**config.mk**
```make
export PLATFORM = sky130hd
export DESIGN_NAME = mmt_timer
export DESIGN_NICKNAME = d
export VERILOG_FILES = /design/src/rtl/mmt_pkg.sv /design/src/rtl/mmt_regbank.sv /design/src/rtl/mmt_prescale.sv /design/src/rtl/mmt_counter.sv /design/src/rtl/mmt_timer.sv
export SDC_FILE = /design/constraint.sdc
export NUM_CORES = 1
export LEC_CHECK = 0
export BUFFER_PORTS_ARGS = -buffer_cell sky130_fd_sc_hd__buf_2
export CORE_MARGIN = 4
export CORE_UTILIZATION = 55
export DETAILED_ROUTE_END_ITERATION = 8
export PLACE_DENSITY_LB_ADDON = 0.3
export SYNTH_ARGS = -nofsm -noshare
export SYNTH_HDL_FRONTEND = slang
export SYNTH_SLANG_ARGS = --single-unit
```
**constraint.sdc**
```tcl
create_clock -name clk -period 5.2 [get_ports clk]
set_input_delay 1.04 -clock clk [delete_from_list [all_inputs] [get_ports clk]]
set_output_delay 1.04 -clock clk [all_outputs]
set_load 0.02 [all_outputs]
```
**src/rtl/mmt_pkg.sv**
```systemverilog
package mmt_pkg;
    // Byte offsets of the register bank; the counter behaviour does not depend on them.
    localparam int OFS_MATCH  = 'h00;
    localparam int OFS_COUNT  = 'h04;
    localparam int OFS_CTRL   = 'h08;
    localparam int OFS_CLEAR  = 'h0C;
    localparam int OFS_CLKCTL = 'h30;
    // Clock-control code that selects the slow tick.
    localparam int DIV_CODE   = 3;
    // Control register bit positions.
    localparam int CTRL_RUN_BIT  = 0;
    localparam int CTRL_WRAP_BIT = 1;
endpackage

```
**src/rtl/mmt_regbank.sv**
```systemverilog
module mmt_regbank
    import mmt_pkg::*;
#(
    parameter int DATA_W = 32,
    parameter int ADDR_W = 6,
    parameter int CNT_W  = 32
) (
    input  logic              clk,
    input  logic              rst,
    input  logic              wr_en,
    input  logic              rd_en,
    input  logic [ADDR_W-1:0] addr,
    input  logic [DATA_W-1:0] wdata,
    input  logic [CNT_W-1:0]  count,
    output logic [DATA_W-1:0] rdata,
    output logic [CNT_W-1:0]  match,
    output logic              run,
    output logic              wrap_on_hit,
    output logic              div_sel,
    output logic              clr_req
);
    localparam logic [ADDR_W-1:0] A_MATCH  = ADDR_W'(OFS_MATCH);
    localparam logic [ADDR_W-1:0] A_COUNT  = ADDR_W'(OFS_COUNT);
    localparam logic [ADDR_W-1:0] A_CTRL   = ADDR_W'(OFS_CTRL);
    localparam logic [ADDR_W-1:0] A_CLEAR  = ADDR_W'(OFS_CLEAR);
    localparam logic [ADDR_W-1:0] A_CLKCTL = ADDR_W'(OFS_CLKCTL);

    typedef struct packed {
        logic [CNT_W-1:0] match;
        logic             run;
        logic             wrap;
        logic             div;
    } regs_t;

    regs_t r_d, r_q;

    always_comb begin
        r_d = r_q;
        if (wr_en) begin
            if (addr == A_MATCH) begin
                r_d.match = wdata[CNT_W-1:0];
            end
            if (addr == A_CTRL) begin
                r_d.run  = wdata[CTRL_RUN_BIT];
                r_d.wrap = wdata[CTRL_WRAP_BIT];
            end
            if (addr == A_CLKCTL) begin
                r_d.div = (wdata == DATA_W'(DIV_CODE));
            end
        end
    end

    always_ff @(posedge clk) begin
        if (rst) r_q <= '0;
        else     r_q <= r_d;
    end

    always_comb begin
        rdata = '0;
        if (rd_en) begin
            case (addr)
                A_MATCH:  rdata[CNT_W-1:0] = r_q.match;
                A_COUNT:  rdata[CNT_W-1:0] = count;
                A_CTRL: begin
                    rdata[CTRL_RUN_BIT]  = r_q.run;
                    rdata[CTRL_WRAP_BIT] = r_q.wrap;
                end
                A_CLKCTL: rdata = r_q.div ? DATA_W'(DIV_CODE) : '0;
                default:  rdata = '0;
            endcase
        end
    end

    assign match       = r_q.match;
    assign run         = r_q.run;
    assign wrap_on_hit = r_q.wrap;
    assign div_sel     = r_q.div;
    assign clr_req     = wr_en && (addr == A_CLEAR);
endmodule

```
**src/rtl/mmt_prescale.sv**
```systemverilog
module mmt_prescale #(
    parameter int PRE_W = 2
) (
    input  logic clk,
    input  logic rst,
    input  logic run,
    input  logic div_sel,
    input  logic clr,
    output logic tick
);
    localparam logic [PRE_W-1:0] PRE_LAST = '1;

    logic [PRE_W-1:0] cnt_d, cnt_q;

    always_comb begin
        cnt_d = cnt_q;
        if (clr)                 cnt_d = '0;
        else if (run && div_sel) cnt_d = cnt_q + 1'b1;
    end

    always_ff @(posedge clk) begin
        if (rst) cnt_q <= '0;
        else     cnt_q <= cnt_d;
    end

    assign tick = run && (!div_sel || (cnt_q == PRE_LAST));
endmodule

```
**src/rtl/mmt_counter.sv**
```systemverilog
module mmt_counter #(
    parameter int CNT_W = 32
) (
    input  logic             clk,
    input  logic             rst,
    input  logic             tick,
    input  logic             clr,
    input  logic [CNT_W-1:0] match,
    input  logic             wrap_on_hit,
    output logic [CNT_W-1:0] count,
    output logic             irq
);
    typedef struct packed {
        logic [CNT_W-1:0] count;
        logic             irq;
    } cnt_t;

    cnt_t s_d, s_q;
    logic at_match;

    always_comb begin
        s_d      = s_q;
        at_match = (s_q.count == match);
        s_d.irq  = tick && at_match && !clr;
        if (clr) begin
            s_d.count = '0;
        end else if (tick) begin
            if (wrap_on_hit && at_match) s_d.count = '0;
            else                         s_d.count = s_q.count + 1'b1;
        end
    end

    always_ff @(posedge clk) begin
        if (rst) s_q <= '0;
        else     s_q <= s_d;
    end

    assign count = s_q.count;
    assign irq   = s_q.irq;
endmodule

```
**src/rtl/mmt_timer.sv**
```systemverilog
module mmt_timer #(
    parameter int DATA_W = 32,
    parameter int ADDR_W = 6,
    parameter int CNT_W  = 32,
    parameter int PRE_W  = 2
) (
    input  logic              clk,
    input  logic              rst,
    input  logic              bus_wr,
    input  logic              bus_rd,
    input  logic [ADDR_W-1:0] bus_addr,
    input  logic [DATA_W-1:0] bus_wdata,
    output logic [DATA_W-1:0] bus_rdata,
    output logic              evt_irq
);
    logic [CNT_W-1:0] cnt_val;
    logic [CNT_W-1:0] match_val;
    logic             run_en;
    logic             wrap_en;
    logic             div_en;
    logic             clr_req;
    logic             tick;

    mmt_regbank #(.DATA_W(DATA_W), .ADDR_W(ADDR_W), .CNT_W(CNT_W)) u_regs (
        .clk(clk), .rst(rst), .wr_en(bus_wr), .rd_en(bus_rd), .addr(bus_addr),
        .wdata(bus_wdata), .count(cnt_val), .rdata(bus_rdata), .match(match_val),
        .run(run_en), .wrap_on_hit(wrap_en), .div_sel(div_en), .clr_req(clr_req)
    );

    mmt_prescale #(.PRE_W(PRE_W)) u_pre (
        .clk(clk), .rst(rst), .run(run_en), .div_sel(div_en), .clr(clr_req), .tick(tick)
    );

    mmt_counter #(.CNT_W(CNT_W)) u_cnt (
        .clk(clk), .rst(rst), .tick(tick), .clr(clr_req), .match(match_val),
        .wrap_on_hit(wrap_en), .count(cnt_val), .irq(evt_irq)
    );
endmodule

```
==> results of run 1 <==
## flip-flops by register name, indices dropped and copies added (netlist names)
signal              cells
u_cnt.count            32
u_regs.match           32
u_pre.cnt_q             2
u_cnt.irq               1
u_regs.div_sel          1
u_regs.run              1
u_regs.wrap_on_hit      1
## metal layers
layer  share of wire  GRT usage
met1            0.43      0.326
met2            0.47      0.421
met3           0.074     0.0374
met4           0.022      0.115
met5               0          0
## report_power, final
part           switching (mW)  leakage (nW)  total (mW)  internal (mW)
combinational          0.0349          1.15      0.0566         0.0217
sequential            0.00119         0.564       0.538          0.537
clock                   0.212        0.0955       0.447          0.235
total                   0.249          1.80        1.04          0.793
## critical path, stage by stage
cell     delay (ns)
buf_2          0.11
or2_2          0.32
nor4_2         0.32
nand2_1        0.71
nor2_1         0.37
buf_2          0.21
## layout make-up
type                    instances  area, sq um  area share
well taps                      96          120      0.0267
clock inverters                 5         58.8      0.0131
inverters                       8         30.0     0.00667
repair buffers                 77          393      0.0873
clock buffers                  11          141      0.0314
flip-flops and latches         70         1400       0.311
multi-input cells             382         2360       0.524
## cell usage after synthesis, types with 2 or more instances
cell       instances  area, sq um
a211oi_2           5         62.6
a21oi_1           38          190
a222oi_1           2         20.0
and3_1             4         25.0
and4_1             3         26.3
buf_1              4         15.0
buf_2              7         35.0
clkbuf_1          23         86.3
dfxtp_1           70         1400
ha_1               2         25.0
inv_1              8         30.0
mux2_2             2         22.5
mux2i_1           31          310
nand2_1           84          315
nand3_1            9         45.0
nand3b_1           2         15.0
nand4_1            9         56.3
nor2_1            43          161
nor3_1            31          155
nor4_1            29          181
o2111ai_1          2         17.5
o21ai_0            5         25.0
o31ai_1            2         15.0
or3_1              5         31.3
xnor2_1           24          210
xor2_1            34          298
## worst min-delay path by stage
stage | endpoint | start
after floorplan | u_pre.cnt_q[1] | u_pre.cnt_q[1]
after global placement | u_pre.cnt_q[1] | u_pre.cnt_q[1]
after detailed placement | u_pre.cnt_q[1] | u_pre.cnt_q[1]
after CTS | u_pre.cnt_q[1] | u_pre.cnt_q[1]
after global routing | u_pre.cnt_q[1] | u_pre.cnt_q[1]
final | u_pre.cnt_q[1] | u_pre.cnt_q[1]
## per-stage QoR
step	hold WS [ns]	instances	setup slack (ns)	total power, mW
after floorplan	0.440	496	1.83	0.579
after global placement	0.446	633	1.17	0.605
after detailed placement	0.467	633	1.13	0.606
after CTS	0.477	649	1.12	1.04
after global routing	0.501	649	0.979	1.07
final	0.475	649	1.07	1.04
## cell families (layout without fill, tap and decap cells)
logic type / Yosys count / after routing / synth area share
buffers and inverters: 44 / 101 / 0.0464
XOR/XNOR: 58 / 58 / 0.129
AO/OA/AOI/OAI: 58 / 58 / 0.0922
flip-flops: 70 / 70 / 0.356
adder cells (fa/ha/maj): 2 / 2 / 0.00636
AND/OR/NAND/NOR: 231 / 231 / 0.285
multiplexers: 33 / 33 / 0.0846
==> impl_results.md, run 1 <==
- Share of layout cells above drive strength 1: 0.193
- Routability cong.: 0.840
- Synth-to-layout area growth: 14.4%
- Crit Reg-Reg Startpoint: u_cnt.count[0]
- Via count: 3804
- Vias in the first global route: 3597
- Hold path depth: 2
- Die footprint: 8570 sq um
- Tightest Pin Transition: 1.17 ns
- Initial antenna violation count: 0
- Die Wd: 92.6 um
- Clock Sinks: 70
- DR iter-0 viols: 242
- Layout Skew: 0.0104 ns
- Cts hold-fix bufs: 0
- CTS H-Tree Depth: 3
- Highest Clock Rate: 0.242 GHz
- Vias per inst: 5.86
- Core region area: 6870 sq um
- CP endpoint kind: output pin
- Outcome: finished clean
- Post-synthesis register bit count: 70
- DRT Pass-1 Iters: 5
- Worst-Skew Late Latency: 0.35 ns
- CP arrival: 3.09 ns
- Ys async rst share: 0
- Crit path to: bus_rdata[31]
- # IOs: 75
- Synthesized area: 3940 sq um
- CTS Root Cell: clkbuf_8
- Fill count: 588
- Worst Reg-to-Reg Cells: 5
- Final setup viols: 0
- Part of the Yosys area used for sequential elements: 0.356
- Number of inserted diodes: 0
- First-pass GRT wire length: 17.3 mm
- Starting density of the core: 0.573
- Min cycle time layout: 4.13 ns
- Maximum Capacitance Violations: 0
- CP required: 4.16 ns
- Power Density: 231 nW/um^2
- Largest net degree at the start of global routing: 39
- Setup TNS: 0 ns
- Gate Count Post-Synth: 496
- Post-CTS setup buffer count: 0
- Setup CP Type: in -> out
- Post-synthesis cell type count: 44
- Worst-path clk slew: 0.07 ns
- Static leakage: 1.81 nW
- Final slew viol count: 0
- Clock tree buffer depth: 2
- Syn Area/Cell: 7.93 sq um
- Synth warnings: 0
- CTS tree: built
- CP Launch Type: input pin
- Final wirelength: 10.7 mm
- Crit path from: bus_addr[5]
- # nets final: 592
- Post-DP Area: 4300 sq um
- Routed Antenna Nets: 0
- Final Util: 0.655
- Endpoints failing hold: 0
- Highest-count cells in the layout ignoring fill and taps: nand2_1, buf_2, dfxtp_1
- Post-synth EDFFs: 0
- Post-DP HPWL: 7.61 mm
- Global route total overflow: 0
- DRC viols: 0
- TritonCTS buffer count: 9
- Relative slew slack: 0.218
- Flop2flop setup slack: 2.58 ns
- Design area: 4500 sq um
- Max VDD drop: 0.156 mV
- Commonest non-fill, non-tap cell in the layout: nand2_1
- Routed len/inst: 16.6 um
- RSZ-0062 raised after global routing: false
- Placement Rows: 30
- GRT Total Usage: 0.254
- Post_cts resized: 0
- Primary FF master, synth: dfxtp_1
- Crit Path Max Fanout: 30
- HP Class: reg -> reg
- Die Y-Extent: 92.6 um
- PortBufs: 74
- Worst reg2reg endpoint: u_cnt.count[26]
- Fin crit share: 0.795
- Synth Net Count: 540
Note: power is estimated with default switching activity, not from simulation.
==> run 2: changes to the inputs <==
--- a/config.mk
+++ b/config.mk
@@ -7,7 +7,7 @@
 export LEC_CHECK = 0
 export BUFFER_PORTS_ARGS = -buffer_cell sky130_fd_sc_hd__buf_2
 export CORE_MARGIN = 4
-export CORE_UTILIZATION = 55
+export CORE_UTILIZATION = 50
 export DETAILED_ROUTE_END_ITERATION = 8
 export PLACE_DENSITY_LB_ADDON = 0.3
 export SYNTH_ARGS = -nofsm -noshare
==> constraint.sdc (replaced) <==
create_clock -name clk -period 3.8 [get_ports clk]
set_input_delay 0.76 -clock clk [delete_from_list [all_inputs] [get_ports clk]]
set_output_delay 0.76 -clock clk [all_outputs]
set_load 0.02 [all_outputs]
==> impl_results.md, run 2 (same netlist as run 1, synthesis figures left out) <==
- GRT Total Usage: 0.231
- Highest Clock Rate: 0.325 GHz
- Clock tree buffer depth: 2
- CP arrival: 2.32 ns
- Final Util: 0.589
- TritonCTS buffer count: 9
- Number of inserted diodes: 0
- Maximum Capacitance Violations: 0
- DP Cell Count: 643
- Final slew viol count: 0
- Crit path top cell by count: buf_2
- Tightest Pin Transition: 1.14 ns
- # nets final: 596
- CTS tree: built
- Die footprint: 9350 sq um
- Highest-count cells in the layout ignoring fill and taps: nand2_1, buf_2, dfxtp_1
- First-pass GRT wire length: 17.7 mm
- Min cycle time layout: 3.08 ns
- CP Launch Type: input pin
- Fin cells: 658
- Vias per inst: 5.76
- DRC viols: 0
- RSZ-0062 raised after global routing: false
- Fin crit share: 0.809
- Core region area: 7690 sq um
- Worst-path clk slew: 0.07 ns
- Routed len/inst: 16.1 um
- Power Density: 310 nW/um^2
- CTS H-Tree Depth: 3
- Cts hold-fix bufs: 0
- Post-DP HPWL: 7.61 mm
- HP Class: reg -> reg
- CP Cell Sequence: buf_2 > or4_1 > nor3_1 > a222oi_1 > nor2_1 > buf_2
- Hold path depth: 2
- Worst path bufs/invs: 2
- DRT Pass-1 Iters: 4
- Global route total overflow: 0
- Layout Skew: 0.00828 ns
- Worst Reg-to-Reg Cells: 5
- PortBufs: 74
- Worst reg2reg endpoint: u_cnt.count[30]
- Setup TNS: 0 ns
- Crit Path Max Fanout: 5
- Die Y-Extent: 96.7 um
- Setup CP Type: in -> out
- Post-CTS setup buffer count: 0
- CP max stage delay: 0.54 ns
- Routed Antenna Nets: 0
- Starting density of the core: 0.512
- CTS Root Cell: clkbuf_8
- Initial antenna violation count: 0
- Routability cong.: 0.867
- Static leakage: 1.82 nW
- Post_cts resized: 0
- Flop2flop setup slack: 1.24 ns
- CP required: 3.04 ns
- Crit path max-delay family: simple AND/OR/NAND/NOR gates
- Worst hold endpoint: u_pre.cnt_q[1]
- DR iter-0 viols: 280
- Endpoints failing hold: 0
- Vias in the first global route: 3606
- CP endpoint kind: output pin
- Clock Sinks: 70
- Outcome: finished clean
- Max VDD drop: 0.189 mV
- Placement Rows: 32
- Share of layout cells above drive strength 1: 0.198
- Commonest non-fill, non-tap cell in the layout: nand2_1
- Crit Reg-Reg Startpoint: u_cnt.count[0]
- Largest net degree at the start of global routing: 37
- HP Start: u_pre.cnt_q[1]
- Relative slew slack: 0.237
- Via count: 3788
- Final setup viols: 0
- Synth-to-layout area growth: 15.1%
- Die Wd: 96.7 um
- Final wirelength: 10.6 mm
- Crit path max-delay cell type: or4_1
- # IOs: 75
- Worst-Skew Late Latency: 0.34 ns
==> run 2: how the worst max path moves through the flow <==
stage,slack (ns),endpoint,cells after the start,startpoint
CTS,0.77,bus_rdata[0],6,bus_addr[1]
global route,0.67,bus_rdata[25],7,bus_addr[5]
detailed placement,0.78,bus_rdata[0],6,bus_addr[1]
finish,0.72,bus_rdata[0],6,bus_addr[1]
global placement,0.84,bus_rdata[23],7,bus_addr[5]
floorplan,0.99,bus_rdata[0],4,bus_addr[1]
==> run 2: metrics by stage <==
stage | area, sq um | hold WS [ns] | total power [mW] | worst slack (ns)
after floorplan | 3940 | 0.440 | 0.792 | 0.993
after global placement | 4340 | 0.447 | 0.829 | 0.840
after detailed placement | 4340 | 0.458 | 0.830 | 0.780
after CTS | 4530 | 0.467 | 1.42 | 0.775
after global routing | 4530 | 0.501 | 1.46 | 0.667
final | 4530 | 0.464 | 1.40 | 0.725
==> run 2: layout make-up <==
class	count	area, sq um
Fill cell	725	3160
Multi-Input combinational cell	382	2360
Sequential cell	70	1400
Timing Repair Buffer	81	423
Clock buffer	11	141
Tap cell	102	128
Clock inverter	4	47.5
Inverter	8	30.0
==> run 2: metal layers <==
layer  wire [um]  share of wire  track usage
met2        5030           0.47        0.376
met1        4730           0.45        0.300
met3         575          0.054       0.0404
met5           0              0            0
met4         277          0.026       0.0994
==> run 2: power by group <==
group          switching (mW)  internal [mW]
combinational          0.0478         0.0303
clock                   0.274          0.315
sequential            0.00160          0.735
==> run 2: worst register-to-register path: cells and delay by family (launching register included) <==
family                     cells  cell delay [ns]
and+or+nand+nor                2             1.08
adders and majority gates      1             0.21
AOI/OAI and AO/OA              2             0.77
DFF                            1             0.44
